`config.mk`:
```
export PLATFORM = sky130hd
export DESIGN_NAME = lc_field_capture
export DESIGN_NICKNAME = d
export VERILOG_FILES = /design/src/rtl/eth_lc_pkg.sv /design/src/rtl/lc_field_capture.sv
export SDC_FILE = /design/constraint.sdc
export NUM_CORES = 1
export LEC_CHECK = 0
export BUFFER_PORTS_ARGS = -buffer_cell sky130_fd_sc_hd__buf_2
export CORE_MARGIN = 4
export CORE_UTILIZATION = 45
export CTS_BUF_LIST = sky130_fd_sc_hd__clkbuf_8
export CTS_CLUSTER_SIZE = 30
export DETAILED_ROUTE_END_ITERATION = 12
export PLACE_DENSITY_LB_ADDON = 0.3
export SYNTH_ARGS = -nofsm -noshare
export SYNTH_HDL_FRONTEND = slang
export SYNTH_SLANG_ARGS = --single-unit
```
`constraint.sdc`:
```
create_clock -name clk -period 2 [get_ports clk]
set_clock_uncertainty 0.05 [all_clocks]
set_input_delay 0.4 -clock clk [delete_from_list [all_inputs] [get_ports clk]]
set_output_delay 0.4 -clock clk [all_outputs]
set_load 0.03 [all_outputs]
```
`src/rtl/eth_lc_pkg.sv`:
```
package eth_lc_pkg;

  localparam int unsigned LC_CNT_W      = 16;
  localparam int unsigned LC_FIELD_POS  = 12;
  localparam int unsigned LC_MAX_LEN    = 1500;
  localparam int unsigned LC_MIN_TYPE   = 1536;
  localparam int unsigned LC_MIN_DATA   = 46;
  localparam int unsigned LC_OVERHEAD   = 18;

  typedef enum logic [1:0] {
    FLD_LENGTH  = 2'd0,
    FLD_INVALID = 2'd1,
    FLD_TYPE    = 2'd2
  } fld_kind_e;

  function automatic fld_kind_e classify_field(input logic [15:0] v,
                                               input int unsigned max_len,
                                               input int unsigned min_type);
    if (32'(v) <= max_len)       return FLD_LENGTH;
    else if (32'(v) >= min_type) return FLD_TYPE;
    else                         return FLD_INVALID;
  endfunction

endpackage

```
`src/rtl/lc_field_capture.sv`:
```
module lc_field_capture #(
  parameter int unsigned CNT_W     = eth_lc_pkg::LC_CNT_W,
  parameter int unsigned DATA_W    = 8,
  parameter int unsigned FIELD_POS = eth_lc_pkg::LC_FIELD_POS
) (
  input  logic                clk,
  input  logic                rst,
  input  logic                beat,
  input  logic                first,
  input  logic [CNT_W-1:0]    cnt_next,
  input  logic [DATA_W-1:0]   data,
  output logic [2*DATA_W-1:0] fld_next,
  output logic                fld_vld_next
);

  localparam logic [CNT_W-1:0] POS_HI = CNT_W'(FIELD_POS + 1);
  localparam logic [CNT_W-1:0] POS_LO = CNT_W'(FIELD_POS + 2);

  logic [2*DATA_W-1:0] fld_q;
  logic                vld_q;
  logic                hit_hi;
  logic                hit_lo;

  assign hit_hi = beat && (cnt_next == POS_HI);
  assign hit_lo = beat && (cnt_next == POS_LO);

  always_comb begin
    fld_next     = fld_q;
    fld_vld_next = vld_q && !(beat && first);
    if (hit_hi) fld_next[2*DATA_W-1:DATA_W] = data;
    if (hit_lo) begin
      fld_next[DATA_W-1:0] = data;
      fld_vld_next         = 1'b1;
    end
  end

  always_ff @(posedge clk) begin
    if (rst) begin
      fld_q <= '0;
      vld_q <= 1'b0;
    end else if (beat) begin
      fld_q <= fld_next;
      vld_q <= fld_vld_next;
    end
  end

endmodule

```
==> summary.txt, run 1 <==
Critical path
  • CP dominant cell by count: buf_2
  • Critical path class: input pin to output pin
  • CP required: 1550 ps
  • Crit-path slowest cell: nor4b_4
  • Worst EP arrival: 1600 ps
  • Worst Setup End Kind: output pin
  • CP startpoint kind: input pin
  • Worst path cell trace: buf_2 -> nor4b_4 -> nand4_1 -> buf_6 -> o21ai_1 -> nand2_1 -> buf_2
  • CP max FO: 16
  • Crit-path max cell delay: 300 ps

Route
  • First-pass iteration count of the detailed router: 4
  • Antenna Violating Nets Remaining: 0
  • Vias per cell: 5.41
  • Drt drc: 0
  • Total Routed Length: 2.69 mm
  • Routed via count: 969
  • WL/cell: 15.0 um
  • 1st-iter DRT viols: 16

Clock network
  • CTS sink cnt: 17
  • CTS root buf: clkbuf_8
  • Clk Latency, worst-skew pair: 250 ps
  • H-tree Lvls: 1
  • Worst-path clk slew: 70 ps
  • CTS tree: yes
  • Clk buf depth: 2
  • Number of buffers created by CTS: 3
  • Post-CTS Setup Repair Bufs: 0

STA
  • RSZ-0062 raised after global routing: yes
  • Relative slew margins: 0.706
  • Fmax: 489 MHz
  • Fraction of the cycle the final worst path needs: 1.02
  • Worst setup slack after layout: -45.0 ps
  • Pin slew with the least headroom to its limit: 442 ps
  • Final setup fails: 16
  • Final Hold Vio Count: 0
  • Final worst path period need: 2050 ps
  • Max Slew Vio Count: 0

Die
  • Die Footprint: 0.00261 mm^2
  • Die Ht: 51.1 um
  • Core outline area: 0.00175 mm^2
  • Starting Density: 0.480
  • I/O pin count: 45
  • DIE WIDTH: 51.1 um
  • Row cnt: 15

Pwr
  • Pwr per Cell Area: 505 mW/mm^2
  • Leakage: 0.000620 uW
  • Maximum vdd drop: 0.520 mV

Cells and area
  • Share of cells above drive strength 1: 0.552
  • Commonest non-fill, non-tap cell in the layout: buf_2
  • Fillcell total: 135
  • Commonest cells after routing, fill and taps aside: buf_2 (29), nand2_1 (17), a21oi_1 (17), dfxtp_1 (17), buf_4 (14)
  • Footprint of the multi-input gates: 538 um^2
  • Register area: 340 um^2
  • Design Area, Final: 0.00133 mm^2
  • Layout Nets: 183
  • Non-Filler Instances: 179
  • ANT cells: 0
  • Area delta synth->final: 58.9%

Placed design
  • Dpl cells: 175
  • Placed cell areas: 0.00112 mm^2
  • Port Buf Inserts: 44
  • GPL Wtd Cong: 0.772
  • Detailed Place HPWL: 1.69 mm

Logic synthesis
  • Share of the synthesized area in the top cell type: 0.407
  • #FFs+latches synth: 17
  • Multiplexer area fraction after synthesis: 0
  • Sequential area share after synthesis: 0.407
  • Post-synthesis simple-gate area fraction: 0.347
  • Post-Syn Instances: 103
  • Complex-gate fraction of the synthesized area: 0.197
  • Synth Cell Area: 837 um^2
  • Synth area leaders: dfxtp_1 (41%), nand3_2 (11%), a21oi_1 (10%), nand2_1 (9.0%), o21ai_1 (6.0%)
  • Post-synthesis cell type count: 19
  • Xor/xnor share of the synthesized area: 0
  • Synth Area in Adders: 0
  • Syn_area_per_cell: 8.13 um^2
  • Main combinational cell family by area after synthesis: simple AND/OR/NAND/NOR gates
  • Yosys warning total: 0
  • Yosys top cell by area: dfxtp_1
  • Syn_nets: 131

Global routing
  • Vias in the first global route: 938
  • Global route overflow: 0
  • Pin count of the biggest net entering global routing: 18
  • GRT Util Overall: 0.207
  • First-pass GRT wire length: 4.17 mm
  • Antenna violations before repair: 0

Min path
  • HP Class: input pin to flop

Status
  • Violated checks: negative setup slack
  • Outcome: finished, violations left

Run
  • Maximum Capacitance Violations: 0
==> cell families after synthesis <==
logic type | Yosys count
AND/OR/NAND/NOR | 46
AO/OA/AOI/OAI | 33
flip-flops | 17
buffers and inverters | 7
==> per-stage QoR <==
| step | power (uW) | util | setup WS (ps) | hold slack (ps) | TNS [ps] |
|---|---|---|---|---|---|
| global placement | 405 | 0.643 | -58.8 | 405 | -651 |
| CTS | 669 | 0.712 | -8.48 | 360 | -26.5 |
| finish | 672 | 0.762 | -45.0 | 369 | -459 |
| floorplan | 367 | - | 81.0 | 394 | 0 |
| global route | 697 | 0.762 | -128 | 382 | -1780 |
| detailed placement | 406 | 0.643 | -80.7 | 415 | -923 |
==> report_power, final <==
part	switching [uW]	internal, uW	leakage [uW]	total (uW)
sequential	0.000888	338	0.000137	338
combinational	43.3	29.8	0.000458	73.0
clock	123	138	0.0000255	261
==> Yosys cell counts, drive strengths merged <==
master / n
nor4b: 2
nand4: 1
nand2b: 2
a21oi: 17
nor3b: 1
nand2: 20
and4: 1
nand3: 16
dfxtp: 17
clkbuf: 1
nor2b: 2
o21ai: 16
buf: 6
nor4: 1
==> final cells by class <==
class	instances	share of cell area
Multi-Input combinational cell	79	0.405
Tap cell	25	0.0235
Clock buffer	3	0.0310
Clock inverter	1	0.00376
Sequential cell	17	0.256
Timing Repair Buffer	54	0.281
==> critical path, delay by kind of cell <==
| kind | cells | cell delay [ps] |
|---|---|---|
| and+or+nand+nor | 3 | 520 |
| buffers and inverters | 3 | 500 |
| AOI/OAI and AO/OA | 1 | 180 |
==> final timing paths <==
path,slack [ps],from,endpoint,cells after the start
max,-50,cnt_next[5],fld_next[9],7
max reg2reg,1250,fld_q[12]$_SDFFE_PP0P_,fld_q[12]$_SDFFE_PP0P_,3
min,370,data[1],fld_q[9]$_SDFFE_PP0P_,3
min reg2reg,420,vld_q$_SDFFE_PP0P_,vld_q$_SDFFE_PP0P_,2
==> metal layers <==
layer / vias up / track usage / wire [um]
met5: - / 0 / 0
met4: 0 / 0.0359 / 34
met3: 4 / 0.0554 / 186
met2: 43 / 0.352 / 1440
met1: 456 / 0.264 / 1020
li1: 466 / - / -
==> flip-flops by register name, summed over array words and instances, names as in the netlist <==
signal and cells:
fld_q 16, vld_q 1
==> repair_timing <==
action | 4_1_cts | 5_1_grt
hold buffers | 0 | 0
hold endpoints to repair | 0 | 0
gates resized for setup | 26 | 26
setup endpoints to repair | 17 | 17
pin swaps | 2 | 4
Note: power is estimated with default switching activity, not from simulation.
==> run 2, diff against run 1 <==
ABC_AREA = 1   (was not set)
CORE_UTILIZATION = 48   (was 45)
==> run 2 against run 1 <==
Net effect: the flow now finishes without violations; register-to-register slack worse by 60 ps; die area is 9.7% higher; synthesized cell count is 45% higher; critical endpoint is now fld_next[6]; routed wire length is 2.2% lower; largest power group unchanged; non-clock buffer count is 4 lower; core utilization is 1.4 points lower; critical path type unchanged; combinational power is 0.8% higher.
==> summary.txt, run 2 <==
STA
  • Fmax: 512 MHz (+4.7%)
  • Fraction of the cycle the final worst path needs: 0.977 (-0.0459)
  • Final Hold Vio Count: 0 (unchanged)
  • Pin slew with the least headroom to its limit: 405 ps (-36.3 ps)
  • Max Slew Vio Count: 0 (unchanged)
  • Final worst path period need: 1950 ps (-91.8 ps)
  • Final setup fails: 0 (-16)
  • Worst setup slack after layout: 46.8 ps (+91.8 ps)
  • Relative slew margins: 0.730 (+0.0239)

Clock network
  • Worst-path clk slew: 60 ps (about the same)
  • Clk Latency, worst-skew pair: 250 ps (about the same)
  • CTS Hold Bufs: 0 (unchanged)
  • CTS tree: yes
  • CTS sink cnt: 17 (unchanged)
  • Number of buffers created by CTS: 3 (unchanged)
  • CTS root buf: clkbuf_8
  • H-tree Lvls: 1 (unchanged)
  • Clk buf depth: 2 (unchanged)

Cells and area
  • ANT cells: 0 (unchanged)
  • Max reg flops: 16 (unchanged)
  • Commonest non-fill, non-tap cell in the layout: inv_1
  • Share of cells above drive strength 1: 0.436 (-0.116)
  • Largest regs: fld_q x16, vld_q x1
  • Area delta synth->final: 47.4%
  • Top reg by flops: fld_q
  • Non-Filler Instances: 229 (+28%)
  • Layout Nets: 231 (+26%)
  • Commonest cells after routing, fill and taps aside: inv_1 (39), buf_2 (32), nand2_1 (25)

Status
  • Outcome: finished, final reports clean

Route
  • Wire length on met2: 1.47 mm (+1.7%)
  • Vias per cell: 4.63 (-14%)
  • Routed via count: 1061 (+9.5%)
  • Antenna Violating Nets Remaining: 0 (unchanged)
  • DR top layer: met4
  • Drt drc: 0 (unchanged)
  • Wire length on met1: 1.03 mm (+0.49%)
  • First-pass iteration count of the detailed router: 4 (unchanged)
  • Routed wl met3: 119 um (-36%)
  • WL/cell: 11.5 um (-24%)
  • 1st-iter DRT viols: 15 (-1)
  • Total Routed Length: 2.63 mm (-2.2%)

Logic synthesis
  • Synth cell count leaders: inv_1 (42), nand2_1 (37), nor2_1 (18)
  • Share of the synthesized area in the top cell type: 0.342 (-0.0649)
  • Syn_area_per_cell: 6.68 um^2 (-18%)
  • Asr flop ratio synth: 0 (unchanged)
  • Syn_nets: 177 (+35%)
  • Yosys warning total: 0 (unchanged)
  • Yosys top cell by area: dfxtp_1
  • Synth area leaders: dfxtp_1 (34%), inv_1 (16%), nand2_1 (14%), nand4_1 (10%), nor2_1 (6.8%)
  • Post-synth EDFFs: 0 (unchanged)
  • #FFs+latches synth: 17 (unchanged)
  • Synth Cell Area: 996 um^2 (+19%)
  • Post-synthesis cell type count: 16 (-3)
  • Sequential area share after synthesis: 0.342 (-0.0649)
  • Most common cell in the synthesized netlist: inv_1
  • Prevailing post-synth register cell: dfxtp_1
  • Post-Syn Instances: 149 (+45%)

Critical path
  • Worst Setup End Kind: output pin
  • CP required: 1550 ps (about the same)
  • Reg2Reg Capture Point: fld_q[6]$_SDFFE_PP0P_
  • Worst Reg-to-Reg Cells: 5 (+2)
  • CP startpoint kind: input pin
  • Worst EP arrival: 1500 ps (-100 ps)
  • Worst R2R Setup Slack: 1190 ps (-60 ps)
  • Critical path class: input pin to output pin
  • CP max FO: 7 (-9)
  • Reg2reg start: fld_q[6]$_SDFFE_PP0P_

Die
  • I/O pin count: 45 (unchanged)
  • Row cnt: 16 (+1)
  • Core outline area: 0.00196 mm^2 (+12%)
  • Starting Density: 0.508 (+0.0281)
  • Die Footprint: 0.00287 mm^2 (+9.7%)
  • Die Ht: 53.6 um (+4.7%)
  • DIE WIDTH: 53.6 um (+4.7%)

Min path
  • Hold Startpoint: first
  • Worst hold endpoint: vld_q$_SDFFE_PP0P_
  • HP Class: input pin to flop
  • Hold Path Depth: 4 (+1)

Global routing
  • GRT Util Overall: 0.174 (-0.0329)
  • Vias in the first global route: 867 (-7.6%)
  • First-pass GRT wire length: 3.64 mm (-13%)
  • Pin count of the biggest net entering global routing: 18 (unchanged)
  • Antenna violations before repair: 0 (unchanged)
  • Global route overflow: 0 (unchanged)

Run
  • Maximum Capacitance Violations: 0 (unchanged)

Placed design
  • Port Buf Inserts: 44 (unchanged)
  • Dpl cells: 218 (+25%)
  • Detailed Place HPWL: 1.72 mm (+1.9%)
  • Pre-CTS setup slack: 16.2 ps (+96.9 ps)
  • GPL Wtd Cong: 0.807 (+4.5%)

Pwr
  • Leakage: 0.000925 uW (+49%)
  • Pwr per Cell Area: 448 mW/mm^2 (-11%)
  • Maximum vdd drop: 0.520 mV (about the same)
[run 2: timing repair]
action	CTS	global route
setup endpoints to repair	0	16
setup buffers	0	5
resized for setup	0	53
[run 2: power breakdown]
| part | internal (uW) | switching, uW |
|---|---|---|
| logic | 29.5 | 44.2 |
| registers | 339 | 0.00124 |
| clock network | 136 | 109 |
| total | 504 | 153 |
[run 2: area by class of cell]
type	instances	area, um^2
clock inverter	1	3.75
clock buffer	3	41.3
multi-input combinational	88	554
fill	166	494
timing repair buffer	50	333
sequential	17	340
inverter	43	161
tap	27	33.8
[run 2: worst max-delay path by stage]
stage | from | endpoint | cells past startpoint
final | cnt_next[9] | fld_next[6] | 9
after global routing | cnt_next[15] | fld_next[6] | 9
after CTS | cnt_next[9] | fld_next[6] | 9
after detailed placement | cnt_next[9] | fld_next[7] | 9
after global placement | cnt_next[9] | fld_next[6] | 9
after floorplan | cnt_next[9] | fld_next[0] | 7
[run 2: cell families (layout without fill, tap and decap cells)]
logic type / Yosys count / count (layout) / share of synthesized area
compound gates: 1 / 1 / 0.00502
buf+inv: 46 / 97 / 0.181
flops: 17 / 17 / 0.342
simple gates: 85 / 87 / 0.472
[run 2: critical path, cell delays in order]
cell     delay [ps]
buf_2           100
nor2_2          140
nand2_4         100
nor2_8          210
buf_6           140
nand4_1          90
nand2_1         100
inv_1            50
buf_2           170
[run 2: per-layer routing]
layer / global-route usage / vias to the layer above
met5: 0 / -
met4: 0.0383 / 0
met3: 0.0582 / 3
met2: 0.314 / 21
met1: 0.197 / 484
li1: - / 553
[run 2: metrics by stage]
step / total power (uW) / utilization / TNS (ps) / instance area [um^2] / hold WS, ps
final: 657 / 0.748 / 0 / 1470 / 393
after CTS: 656 / 0.654 / 0 / 1280 / 382
after floorplan: 376 / - / 0 / 996 / 401
after global placement: 407 / 0.631 / 0 / 1240 / 412
after global routing: 682 / 0.748 / -62.7 / 1470 / 444
after detailed placement: 409 / 0.631 / 0 / 1240 / 422
==> run 3, diff against run 2 <==
PLACE_DENSITY = 0.86   (was not set)
PLACE_DENSITY_LB_ADDON = not set   (was 0.3)
==> run 3 against run 2 <==
Net effect: routed wire length is 6.9% higher; highest routed layer unchanged; first-iteration DRC count rose to 3.7 times the previous value; register-to-register slack lost 70 ps; critical path type unchanged; global-route usage rose by 0.28 points; die area is the same; non-clock buffer count is 4 higher; clock-buffer cell count unchanged; cell count up 1.7%.
==> summary.txt, run 3 (synthesized netlist as in run 2, its figures left out) <==
Status
  • Outcome: finished, final reports clean

Cells and area
  • Fillcell total: 151 (-9.0%)
  • Area delta synth->final: 43.1%
  • ANT cells: 0 (unchanged)
  • Max reg flops: 16 (unchanged)
  • Layout Nets: 235 (+1.7%)
  • Share of cells above drive strength 1: 0.369 (-0.0667)
  • Largest regs: fld_q x16, vld_q x1
  • Commonest non-fill, non-tap cell in the layout: inv_1
  • Non-Filler Instances: 233 (+1.7%)
  • Top reg by flops: fld_q
  • Final core occ: 0.726 (-0.0217)
  • Commonest cells after routing, fill and taps aside: inv_1 (43), buf_2 (41), nand2_1 (36)
  • Design Area, Final: 0.00143 mm^2 (-2.9%)

STA
  • Final worst path period need: 1980 ps (+28.7 ps)
  • Setup TNS: 0 ps (unchanged)
  • Relative slew margins: 0.742 (+0.0128)
  • Fmax: 505 MHz (-1.4%)
  • Pin slew with the least headroom to its limit: 386 ps (-19.2 ps)
  • Final Hold Vio Count: 0 (unchanged)
  • Final setup fails: 0 (unchanged)
  • Max Slew Vio Count: 0 (unchanged)
  • Fraction of the cycle the final worst path needs: 0.991 (+0.0144)

Clock network
  • Clk Latency, worst-skew pair: 250 ps (about the same)
  • Number of buffers created by CTS: 3 (unchanged)
  • CTS tree: yes
  • Worst-path clk slew: 60 ps (about the same)
  • CTS root buf: clkbuf_8
  • H-tree Lvls: 1 (unchanged)
  • Clk buf depth: 2 (unchanged)
  • CTS Hold Bufs: 0 (unchanged)
  • CTS sink cnt: 17 (unchanged)

Placed design
  • GPL Wtd Cong: 0.746 (-7.5%)
  • Port Buf Inserts: 44 (unchanged)
  • Detailed Place HPWL: 1.85 mm (+7.6%)
  • Placed cell areas: 0.00125 mm^2 (+1.0%)
  • Dpl cells: 218 (unchanged)

Route
  • WL/cell: 12.1 um (+5.1%)
  • Total Routed Length: 2.81 mm (+6.9%)
  • Antenna Violating Nets Remaining: 0 (unchanged)
  • Drt drc: 0 (unchanged)
  • Vias per cell: 4.74 (+2.3%)
  • Routed via count: 1104 (+4.1%)
  • 1st-iter DRT viols: 55 (+40)
  • First-pass iteration count of the detailed router: 4 (unchanged)

Global routing
  • First-pass GRT wire length: 3.73 mm (+2.6%)
  • Global route overflow: 0 (unchanged)
  • Vias in the first global route: 922 (+6.3%)
  • Antenna violations before repair: 0 (unchanged)
  • Pin count of the biggest net entering global routing: 18 (unchanged)
  • GRT Util Overall: 0.177 (+0.00280)

Min path
  • HP Class: flop to flop
  • Hold Startpoint: vld_q$_SDFFE_PP0P_

Die
  • Row cnt: 16 (unchanged)
  • Starting Density: 0.508 (unchanged)
  • Core outline area: 0.00196 mm^2 (unchanged)
  • DIE WIDTH: 53.6 um (unchanged)
  • Die Ht: 53.6 um (unchanged)
  • I/O pin count: 45 (unchanged)
  • Die Footprint: 0.00287 mm^2 (unchanged)

Pwr
  • Maximum vdd drop: 0.454 mV (-13%)
  • Leakage: 0.000945 uW (+2.1%)
  • Pwr per Cell Area: 462 mW/mm^2 (+3.1%)

Critical path
  • Reg2reg start: fld_q[0]$_SDFFE_PP0P_
  • CP max FO: 5 (-2)
  • CP required: 1550 ps (about the same)
  • Critical path class: input pin to output pin
  • Worst Setup End Kind: output pin
  • CP startpoint kind: input pin
  • Crit. Startpoint: cnt_next[9]
  • Worst EP arrival: 1530 ps (+30 ps)

Run
  • Maximum Capacitance Violations: 0 (unchanged)
==> run 3: routing by layer <==
layer,part of all wire,track usage,vias to the layer above
met5,0,0,-
met2,0.55,0.343,36
li1,-,-,558
met4,0.011,0.0468,0
met3,0.049,0.0499,6
met1,0.39,0.183,504
==> run 3: metrics by stage <==
| stage | worst slack, ps | hold slack [ps] | total power [uW] |
|---|---|---|---|
| 6_report | 18.1 | 428 | 658 |
| 5_1_grt | -42.2 | 462 | 678 |
| 4_1_cts | 28.0 | 416 | 649 |
| 3_5_place_dp | 50.9 | 422 | 410 |
| 3_3_place_gp | 99.1 | 410 | 407 |
| 2_1_floorplan | 318 | 401 | 376 |
==> run 3: report_power, final <==
group          switching [uW]  internal, uW
logic                    43.5          28.4
registers             0.00130           339
clock network             111           136
total                     155           503
==> run 3: area by class of cell <==
class	count	area, um^2	area share
multi-input combinational	88	512	0.359
clock buffer	3	41.3	0.0290
sequential	17	340	0.239
clock inverter	1	3.75	0.00263
inverter	43	161	0.113
tap	27	33.8	0.0237
timing repair buffer	54	333	0.234
==> run 3: critical path, cell delays in order <==
cell     delay, ps
buf_2           90
nor2_1         120
nand2_2        130
nor2_4         210
nand3_2        160
nand2_1        110
nand2_1         80
inv_1           50
buf_2          180
==> run 3: worst paths after layout <==
kind / end / slack [ps] / cells after the start
setup / recovery: fld_next[1] / 20 / 9
hold / removal: vld_q$_SDFFE_PP0P_ / 430 / 2
hold reg to reg: vld_q$_SDFFE_PP0P_ / 430 / 2
setup reg to reg: fld_q[0]$_SDFFE_PP0P_ / 1120 / 5
==> run 3: repair_timing <==
item	CTS	global route
setup endpoints to repair	0	8
buffers inserted	0	8
resized for setup	0	8
